[src/rtl/calc_entry_pkg.sv]
package calc_entry_pkg;

  localparam int SYM_W  = 7;
  localparam int NDIG   = 4;
  localparam int DISP_W = SYM_W * NDIG;
  localparam int OPND_W = 27;
  localparam int RATE_W = 7;
  localparam int YRS_W  = 6;
  localparam int SW_W   = 10;

  localparam logic [1:0] MODE_RATE = 2'b00;
  localparam logic [1:0] MODE_FV   = 2'b01;
  localparam logic [1:0] MODE_DT   = 2'b10;
  localparam logic [1:0] MODE_NONE = 2'b11;

  localparam logic [SYM_W-1:0] SYM_DASH = 7'd37;
  localparam logic [SYM_W-1:0] SYM_EQ   = 7'd36;

  typedef enum logic [3:0] {
    ST_RST, ST_READY,
    ST_IN_FV, ST_IN_PV, ST_IN_RATE, ST_IN_YRS,
    ST_ECHO_FV, ST_ECHO_PV, ST_ECHO_RATE, ST_ECHO_YRS,
    ST_LAUNCH0, ST_LAUNCH1, ST_RESULT
  } ctl_state_e;

  // leftmost symbol lands in the low bits
  function automatic logic [DISP_W-1:0] pack4(
    input logic [SYM_W-1:0] a, input logic [SYM_W-1:0] b,
    input logic [SYM_W-1:0] c, input logic [SYM_W-1:0] d);
    return {d, c, b, a};
  endfunction

  // true when the selected mode makes use of the given input step
  function automatic logic step_kept(input ctl_state_e s, input logic [1:0] m);
    case (s)
      ST_IN_FV:   return m == MODE_RATE;
      ST_IN_PV:   return (m == MODE_RATE) || (m == MODE_FV);
      ST_IN_RATE: return (m == MODE_FV) || (m == MODE_DT);
      ST_IN_YRS:  return (m == MODE_RATE) || (m == MODE_FV);
      default:    return 1'b1;
    endcase
  endfunction

endpackage

[src/rtl/calc_operand_bank.sv]
module calc_operand_bank
  import calc_entry_pkg::*;
(
  input  logic              clk,
  input  logic              arst,
  input  logic              ld_fv,
  input  logic              ld_pv,
  input  logic              ld_rate,
  input  logic              ld_yrs,
  input  logic [1:0]        slice_sel,
  input  logic [SW_W-1:0]   sw,
  output logic [OPND_W-1:0] fv_q,
  output logic [OPND_W-1:0] pv_q,
  output logic [RATE_W-1:0] rate_q,
  output logic [YRS_W-1:0]  yrs_q
);

  localparam int LO_W = SW_W;
  localparam int HI_W = OPND_W - 2 * SW_W;

  function automatic logic [OPND_W-1:0] merge_slice(
    input logic [OPND_W-1:0] cur, input logic [1:0] sel, input logic [SW_W-1:0] s);
    logic [OPND_W-1:0] v;
    v = cur;
    case (sel)
      2'd0:    v[LO_W-1:0]         = s;
      2'd1:    v[2*LO_W-1:LO_W]    = s;
      default: v[OPND_W-1:2*LO_W]  = s[HI_W-1:0];
    endcase
    return v;
  endfunction

  always_ff @(posedge clk or posedge arst) begin
    if (arst) begin
      fv_q   <= '0;
      pv_q   <= '0;
      rate_q <= RATE_W'(1);
      yrs_q  <= YRS_W'(1);
    end else begin
      if (ld_fv)   fv_q   <= merge_slice(fv_q, slice_sel, sw);
      if (ld_pv)   pv_q   <= merge_slice(pv_q, slice_sel, sw);
      if (ld_rate) rate_q <= sw[RATE_W-1:0];
      if (ld_yrs)  yrs_q  <= sw[YRS_W-1:0];
    end
  end

  p_fv_hold_r6: assert property (@(posedge clk) disable iff (arst)
    !ld_fv |=> $stable(fv_q));
  p_pv_hold_r6: assert property (@(posedge clk) disable iff (arst)
    !ld_pv |=> $stable(pv_q));
  p_rate_hold_r6: assert property (@(posedge clk) disable iff (arst)
    !ld_rate |=> $stable(rate_q));
  p_load_onehot_r6: assert property (@(posedge clk) disable iff (arst)
    $onehot0({ld_fv, ld_pv, ld_rate, ld_yrs}));

endmodule

[src/rtl/calc_echo_timer.sv]
module calc_echo_timer #(
  parameter int CYCLES = 1000
) (
  input  logic clk,
  input  logic arst,
  input  logic arm,
  output logic first,
  output logic expired
);

  localparam int CW = (CYCLES < 2) ? 1 : $clog2(CYCLES);
  localparam logic [CW-1:0] TOP = CW'(CYCLES - 1);

  logic [CW-1:0] cnt;

  always_ff @(posedge clk or posedge arst) begin
    if (arst)             cnt <= '0;
    else if (arm)         cnt <= TOP;
    else if (cnt != '0)   cnt <= cnt - 1'b1;
  end

  assign first   = (cnt == TOP);
  assign expired = (cnt == '0);

  p_arm_top_r7: assert property (@(posedge clk) disable iff (arst)
    arm |=> first);
  p_drain_r7: assert property (@(posedge clk) disable iff (arst)
    (!arm && expired) |=> expired);

endmodule

[src/rtl/calc_disp_sel.sv]
module calc_disp_sel
  import calc_entry_pkg::*;
(
  input  ctl_state_e        state,
  input  logic              err_in,
  input  logic [DISP_W-1:0] dig_in,
  input  logic [RATE_W-1:0] rate_q,
  input  logic [YRS_W-1:0]  yrs_q,
  output logic [DISP_W-1:0] disp
);

  logic [DISP_W-1:0] prompt;

  always_comb begin
    case (state)
      ST_IN_FV:   prompt = pack4(7'd8, SYM_DASH, 7'd15, 7'd30);
      ST_IN_PV:   prompt = pack4(7'd7, SYM_DASH, 7'd25, 7'd30);
      ST_IN_RATE: prompt = pack4(7'd6, SYM_DASH, 7'd1,  7'd22);
      default:    prompt = pack4(7'd5, SYM_DASH, 7'd34, 7'd29);
    endcase
  end

  always_comb begin
    case (state)
      ST_RST, ST_READY:
        disp = pack4(7'd22, 7'd0, 7'd13, 7'd14);
      ST_IN_FV, ST_IN_PV, ST_IN_RATE, ST_IN_YRS:
        disp = err_in ? dig_in : prompt;
      ST_ECHO_RATE:
        disp = pack4(7'd1, 7'd22, SYM_EQ, rate_q);
      ST_ECHO_YRS:
        disp = pack4(7'd34, 7'd29, SYM_EQ, {1'b0, yrs_q});
      default:
        disp = dig_in;
    endcase
  end

endmodule

[src/rtl/calc_entry_ctrl.sv]
module calc_entry_ctrl
  import calc_entry_pkg::*;
#(
  parameter int ECHO_CYCLES = 1000
) (
  input  logic              clk,
  input  logic [SW_W-1:0]   sw,
  input  logic [3:0]        key,
  input  logic              err_in,
  input  logic [DISP_W-1:0] dig_in,
  output logic [DISP_W-1:0] disp_out,
  output logic [OPND_W-1:0] fv_out,
  output logic [OPND_W-1:0] pv_out,
  output logic [RATE_W-1:0] rate_out,
  output logic [YRS_W-1:0]  years_out,
  output logic [1:0]        mode_out,
  output logic              start_rate,
  output logic              start_fv,
  output logic              start_dt,
  output logic              conv_start,
  output logic              sys_rst,
  output logic [2:0]        led_mode,
  output logic              led_done
);

  logic       arst;
  ctl_state_e state, nxt;
  logic [1:0] mode;
  logic       ld_fv, ld_pv, ld_rate, ld_yrs, arm;
  logic       any_ld, kept;
  logic [1:0] slice_sel;
  logic       echo_first, echo_expired;

  assign arst      = (&key) & ~sw[9];
  assign any_ld    = key[0] | key[1] | key[2];
  assign slice_sel = key[0] ? 2'd0 : (key[1] ? 2'd1 : 2'd2);
  assign kept      = step_kept(state, mode);

  always_ff @(posedge clk or posedge arst) begin
    if (arst) begin
      state <= ST_RST;
      mode  <= MODE_NONE;
    end else begin
      state <= nxt;
      if (state == ST_READY && key[0]) mode <= sw[1:0];
    end
  end

  always_comb begin
    nxt     = state;
    ld_fv   = 1'b0;
    ld_pv   = 1'b0;
    ld_rate = 1'b0;
    ld_yrs  = 1'b0;
    arm     = 1'b0;
    case (state)
      ST_RST:   nxt = ST_READY;
      ST_READY: if (key[3] && sw[9]) nxt = ST_IN_FV;
      ST_IN_FV: begin
        if (!kept) nxt = ST_IN_PV;
        else if (any_ld) begin ld_fv = 1'b1; arm = 1'b1; nxt = ST_ECHO_FV; end
        else if (key[3] && sw[8]) nxt = ST_IN_PV;
      end
      ST_IN_PV: begin
        if (!kept) nxt = ST_IN_RATE;
        else if (any_ld) begin ld_pv = 1'b1; arm = 1'b1; nxt = ST_ECHO_PV; end
        else if (key[3] && sw[7]) nxt = ST_IN_RATE;
      end
      ST_IN_RATE: begin
        if (!kept) nxt = ST_IN_YRS;
        else if (key[0]) begin ld_rate = 1'b1; arm = 1'b1; nxt = ST_ECHO_RATE; end
        else if (key[3] && sw[6]) nxt = ST_IN_YRS;
      end
      ST_IN_YRS: begin
        if (!kept) nxt = ST_LAUNCH0;
        else if (key[0]) begin ld_yrs = 1'b1; arm = 1'b1; nxt = ST_ECHO_YRS; end
        else if (key[3] && sw[5]) nxt = ST_LAUNCH0;
      end
      ST_ECHO_FV:   if (echo_expired) nxt = ST_IN_FV;
      ST_ECHO_PV:   if (echo_expired) nxt = ST_IN_PV;
      ST_ECHO_RATE: if (echo_expired) nxt = ST_IN_RATE;
      ST_ECHO_YRS:  if (echo_expired) nxt = ST_IN_YRS;
      ST_LAUNCH0:   nxt = (mode == MODE_NONE) ? ST_READY : ST_LAUNCH1;
      ST_LAUNCH1:   nxt = ST_RESULT;
      default:      nxt = ST_RESULT;
    endcase
  end

  calc_operand_bank u_bank (
    .clk(clk), .arst(arst),
    .ld_fv(ld_fv), .ld_pv(ld_pv), .ld_rate(ld_rate), .ld_yrs(ld_yrs),
    .slice_sel(slice_sel), .sw(sw),
    .fv_q(fv_out), .pv_q(pv_out), .rate_q(rate_out), .yrs_q(years_out)
  );

  calc_echo_timer #(.CYCLES(ECHO_CYCLES)) u_timer (
    .clk(clk), .arst(arst), .arm(arm),
    .first(echo_first), .expired(echo_expired)
  );

  calc_disp_sel u_disp (
    .state(state), .err_in(err_in), .dig_in(dig_in),
    .rate_q(rate_out), .yrs_q(years_out), .disp(disp_out)
  );

  logic launch_lo;
  assign launch_lo  = (state == ST_LAUNCH0);
  assign start_rate = !(launch_lo && mode == MODE_RATE);
  assign start_fv   = !(launch_lo && mode == MODE_FV);
  assign start_dt   = !(launch_lo && mode == MODE_DT);
  assign conv_start = !(((state == ST_ECHO_FV) || (state == ST_ECHO_PV)) && echo_first);
  assign sys_rst    = (state == ST_RST);
  assign mode_out   = mode;
  assign led_done   = (state == ST_RESULT);

  genvar g;
  generate
    for (g = 0; g < 3; g++) begin : g_led
      assign led_mode[g] = (mode == 2'(g));
    end
  endgenerate

  p_rst_release_r1: assert property (@(posedge clk) disable iff (arst)
    sys_rst |=> !sys_rst);
  p_led_onehot_r3: assert property (@(posedge clk) disable iff (arst)
    $onehot0(led_mode));
  p_one_start_r10: assert property (@(posedge clk) disable iff (arst)
    $countones({start_rate, start_fv, start_dt}) >= 2);
  p_start_rise_r10: assert property (@(posedge clk) disable iff (arst)
    !(start_rate && start_fv && start_dt) |=> (start_rate && start_fv && start_dt && !led_done));
  p_done_sticky_r11: assert property (@(posedge clk) disable iff (arst)
    led_done |=> led_done);
  p_conv_pulse_r7: assert property (@(posedge clk) disable iff (arst)
    !conv_start |=> conv_start);
  p_echo_back_r7: assert property (@(posedge clk) disable iff (arst)
    (state == ST_ECHO_RATE && echo_expired) |=> state == ST_IN_RATE);
  p_mode_hold_r2: assert property (@(posedge clk) disable iff (arst)
    (state != ST_READY) |=> $stable(mode_out));

endmodule

[config.mk]
export PLATFORM = sky130hd
export DESIGN_NAME = calc_entry_ctrl
export DESIGN_NICKNAME = d
export VERILOG_FILES = /design/src/rtl/calc_entry_pkg.sv /design/src/rtl/calc_operand_bank.sv /design/src/rtl/calc_echo_timer.sv /design/src/rtl/calc_disp_sel.sv /design/src/rtl/calc_entry_ctrl.sv
export SDC_FILE = /design/constraint.sdc
export NUM_CORES = 1
export LEC_CHECK = 0
export ABC_AREA = 1
export BUFFER_PORTS_ARGS = -buffer_cell sky130_fd_sc_hd__buf_2
export CORE_ASPECT_RATIO = 0.9
export CORE_MARGIN = 10
export CORE_UTILIZATION = 50
export DETAILED_ROUTE_END_ITERATION = 6
export PLACE_DENSITY_LB_ADDON = 0.1
export SYNTH_ARGS = -nofsm -noshare
export SYNTH_HDL_FRONTEND = slang
export SYNTH_SLANG_ARGS = --single-unit
[constraint.sdc]
create_clock -name clk -period 9.7 [get_ports clk]
set_input_delay 1.455 -clock clk [delete_from_list [all_inputs] [get_ports clk]]
set_output_delay 1.455 -clock clk [all_outputs]
set_load 0.02 [all_outputs]
# [After elaboration in Yosys (flattened, before gate mapping)]
# Cells that the tools add are included.
[op_classes] n_addsub=1 n_eq_ne=25 n_mux=36 bitwise=5 reduce_logical=37
[ops] cell="28-bit one-hot mux with 4 select lines" n=1
[ops] cell="25-bit one-hot mux with 3 select lines" n=1
[ops] cell="4-bit two-way mux" n=18
[ops] cell="4-bit one-hot mux with 11 select lines" n=1
[ops] cell="28-bit two-way mux" n=1
[ops] cell="10-bit two-way mux" n=2
[ops] cell="4-bit by 3-bit == test with 1-bit output (second input constant)" n=4
[ops] cell="4-bit == test (second input constant)" n=4
[ops] cell="4-bit inequality test (second input constant)" n=4
[ops] cell="2-bit AND reduction" n=6
[ops] cell="10-bit == test (second input constant)" n=1
[ops] cell="1-bit logical AND" n=10
[ops] cell="10-bit zero test" n=1
[ops] cell="10-bit nonzero test" n=1
[ops] cell="2-bit OR reduction" n=5
[ops] cell="10-bit by 1-bit subtractor with 10-bit output (second input constant)" n=1
[ops] cell="9-bit AND reduction" n=1
[ops] cell="4-bit by 2-bit == test with 1-bit output (second input constant)" n=2
[ops] cell="1-bit two-way mux" n=8
[ops] cell="2-bit inequality test (second input constant)" n=4
[ops] cell="2-bit by 1-bit == test with 1-bit output (second input constant)" n=2
[ops] cell="2-bit == test (second input constant)" n=2
[ops] cell="4-bit by 1-bit == test with 1-bit output (second input constant)" n=1
[ops] cell="1-bit zero test" n=4
[ops] cell="other kinds (13)" n=19
[word_totals] reg_bits=83 output_inout_bits=106 wordCells=115

# [Logic depth before layout (Yosys ltp)]
[depth] ltp_word=6 ltp_mapped=14

# [By module]
# Synthesis repeated with hierarchy kept, for this count alone.
[hier_totals] cells_unflattened=627 hier_area_um2=4670.7
[by_module_without_submodules] module="calc_operand_bank" n_inst=1 cells_per_inst=274 area_each_um2=2590.0 seq_area_each_um2=1679.1
[by_module_without_submodules] module="calc_entry_ctrl" n_inst=1 cells_per_inst=133 area_each_um2=750.7 seq_area_each_um2=152.6
[by_module_without_submodules] module="calc_disp_sel" n_inst=1 cells_per_inst=133 area_each_um2=711.9 seq_area_each_um2=0.0
[by_module_without_submodules] module="calc_echo_timer" n_inst=1 cells_per_inst=87 area_each_um2=618.1 seq_area_each_um2=250.2

# [Worst setup path after synthesis]
# Ideal clock, no wire load.
[synth_path] path_kind="in2out" startpoint="input err_in" endpoint="output disp_out[13]" t_arrival_ps=2358 slack_ps=5887 cell_stages=5 path_buffers=1 path_cell_list="inv_1 nand2_1 clkbuf_1 nand2_1 nor2_1"
[synth_between] elab_chain_len=2
[synth_lines] element="start: declaration" line_no="calc_entry_ctrl.sv:9" source="input logic err_in,"
[synth_lines] element="28-bit two-way mux" line_no="calc_disp_sel.sv:28" source="disp = err_in ? dig_in : prompt;"
[synth_lines] element="28-bit one-hot mux with 4 select lines" line_no="calc_disp_sel.sv:24" source="case (state)"
[synth_lines] element="end: declaration" line_no="calc_entry_ctrl.sv:11" source="output logic [DISP_W-1:0] disp_out,"
# No other way between the ends.

# [Worst setup path after layout]
[layout_path] startpoint="input err_in" endpoint="output disp_out[27]"
# Same word-level chain as after synthesis.

==> metrics.md <==
| Metric | Value |
|---|---|
| Vias in the first global route | 3898 |
| Synth Flop Type | dfrtp_1 |
| Fin worst setup slack | about 5.5 ns |
| Period utilization | 0.437 |
| Via density | between 5 and 6 |
| Max Root-Sink Buffers | 2 |
| Syn_nets | approximately 560 |
| Status | complete, no violations |
| Final HPWL DP | around 9.5 mm |
| Synth Instances | between 500 and 600 |
| Async SR Flop Fraction | 1.00 |
| FF+latch area | 2080 sq um |
| Syn. warnings | 0 |
| Rel. slew slack | 0.523 |
| Sink Count | a little over 80 |
| DRC | 0 |
| Worst VDD drop | ~0.15 mV |
| RSZ-0062 raised after global routing | false |
| Most common cell after layout, fill and taps aside | buf_2 |
| Placed cells | between 700 and 800 |
| Final #Nets | about 700 |
| Vias | a little over 4000 |
| Arrival time at the worst endpoint | between 2 and 3 ns |
| Total setup buffers inserted after CTS | 0 |
| Multi-input logic area | around 1700 sq um |
| Initial Util | 0.514 |
| Final min period | 4.24 ns |
| Crit. Startpoint | err_in |
| Setup violators final | 0 |
| Post-CTS Hold Fix Bufs | 0 |
| Most frequent cells in the layout | buf_2, nand2_1, dfrtp_1, o21ai_1, inv_1 |
| Core Region | 8030 sq um |
| Leak | about 2.9 nW |
| Global placer's final weighted congestion | approximately 0.94 |
| Pin count of the biggest net entering global routing | between 40 and 50 |
| Max Cap Viol | 0 |
| Routed wire length | approximately 12 mm |
| Critical path capture point type | output port |
| Crit path kind | in -> out |
| FF+latch count, synth | 83 |
| First-pass GRT wire length | roughly 20 mm |
| Hold Crit Class | reg -> reg |
| WL/cell | between 15 and 20 um |
| Initial DRC Count | just over 300 |
| Synth cell types | 34 |
| Area Overhead vs Synth | 24.6% |
| Post-Layout Cell Count | ~770 |
| Setup crit start kind | primary input |
| Setup TNS | 0 ns |
| Die width | approximately 120 um |
| # IOs | 150 |
| Hold Path Origin | u_bank.rate_q[0]$_DFFE_PP1P_ |
| Fill cell total of the finished layout | approximately 750 |
| Die height | 106 um |
| Reg clk slew, reported paths | 0.09 ns |
| Congestion Overflow GR | 0 |
| DRT Pass-1 Iters | 5 |
| TritonCTS clock tree | done |
| Placed cell area | around 4900 sq um |
| Synthesized area per cell | 7.98 sq um |
| Worst endpoint required time | ~8.3 ns |
| Final ANT Viol Nets | 0 |
| Initial antenna violation count | 0 |
| Final Slew Violations | 0 |
| R2r startpoint | state[0]$_DFFE_PP0P_ |
| Post-cts sizing count | 0 |
| Total Die Area | 12300 sq um |
| # diodes | 0 |
| Clock Skews | roughly 0.012 ns |
| Fraction of final layout cells sized beyond drive strength 1 | 0.290 |
| Pre-CTS setup slack | 5.49 ns |
| Crit Path Max Fanout | 23 |
| Final hold violation count | 0 |
| Total CTS buffers | 9 |
| H-tree depth | 3 |
| CTS root buf | clkbuf_8 |
| FP Rows | 31 |
| Power Dens Cells | 337 nW/um^2 |
| GRT Total Usage | 0.205 |
| Final Cell Area | between 5000 and 6000 sq um |
| IO buf count | approximately 150 |
| Worst Tran Pin Value | 0.714 ns |
| Cell area after synthesis | approximately 4100 sq um |
| Post-synth EDFFs | 0 |
| Fmax | between 0.2 and 0.25 GHz |
| Post-synthesis sequential area ratio | 0.504 |
| Worst-Skew Late Latency | 0.37 ns |
## metal layers
| layer | part of all wire | GRT usage |
|---|---|---|
| met5 | 0 | 0 |
| met4 | 0.0087 | 0.0375 |
| met3 | 0.086 | 0.0736 |
| met2 | 0.49 | 0.331 |
| met1 | 0.42 | 0.261 |
## cell usage after synthesis (2+ instances only)
master      n  area share
nor3_1      6      0.0073
nor2_1     34       0.031
nor2_2      2      0.0030
clkbuf_1    3      0.0027
dfrtp_1    79        0.48
o21ai_1    70       0.085
nand3_2     4      0.0097
o211ai_1    8       0.015
nand3_1    36       0.044
nor4_1      3      0.0045
nand2_1   147        0.13
inv_1      53       0.048
dfstp_2     4       0.025
o21ai_0    10       0.012
a21oi_1     6      0.0073
xor2_1      3      0.0064
nand4_1     8       0.012
nand3_4     2      0.0085
buf_2      13       0.016
o21ai_2     2      0.0042
a221oi_1    2      0.0042
ha_1        3      0.0091
nand2_2     3      0.0045
inv_2       6      0.0055
## stage by stage
stage,utilization,power [mW],hold WS [ns]
final,0.641,1.74,0.485
after global routing,0.641,1.86,0.508
after CTS,0.641,1.75,0.487
after detailed placement,0.614,1.47,0.473
after global placement,0.614,1.46,0.469
after floorplan,-,1.17,0.482
## final cells by class
| type | instances | share of cell area |
|---|---|---|
| Inverter | 60 | 0.0438 |
| Multi-Input combinational cell | 357 | 0.339 |
| Tap cell | 99 | 0.0241 |
| Clock buffer | 9 | 0.0241 |
| Sequential cell | 83 | 0.405 |
| Clock inverter | 7 | 0.0175 |
| Timing Repair Buffer | 150 | 0.146 |
## critical path, stage by stage
cell and delay, ns:
buf_2 0.13, inv_1 0.17, nand2_1 0.46, a32o_1 0.42
buf_2 0.16
## flip-flops by register name, summed over array words and instances, names as in the netlist
register	flops
mode_out	2
u_bank.yrs_q	6
u_bank.pv_q	27
state	4
u_timer.cnt	10
u_bank.rate_q	7
u_bank.fv_q	27
## where the power goes
part	total, mW	switching (mW)	internal (mW)
logic	0.914	0.623	0.291
clock network	0.270	0.144	0.127
registers	0.551	0.0867	0.465
## kinds of logic (layout without fill, tap and decap cells)
family | Yosys count | count (layout) | share of synthesized area
simple gates | 248 | 248 | 0.265
compound gates | 102 | 102 | 0.137
flops | 83 | 83 | 0.504
buf+inv | 77 | 226 | 0.0758
xor+xnor | 4 | 4 | 0.00849
fa+ha+maj | 3 | 3 | 0.00909
## final timing paths
| path | end | slack, ns | cells after the start |
|---|---|---|---|
| worst min register to register | u_bank.rate_q[0]$_DFFE_PP1P_ | 0.48 | 2 |
| worst min-delay path | u_bank.rate_q[0]$_DFFE_PP1P_ | 0.48 | 2 |
| worst max-delay path | disp_out[27] | 5.46 | 5 |
| min in group asynchronous | u_bank.fv_q[3]$_DFFE_PP0P_ | 1.17 | 2 |
| max in group asynchronous | u_bank.yrs_q[2]$_DFFE_PP0P_ | 7.36 | 5 |
| worst max register to register | u_bank.fv_q[3]$_DFFE_PP0P_ | 7.44 | 10 |
Note: power is estimated with default switching activity, not from simulation.
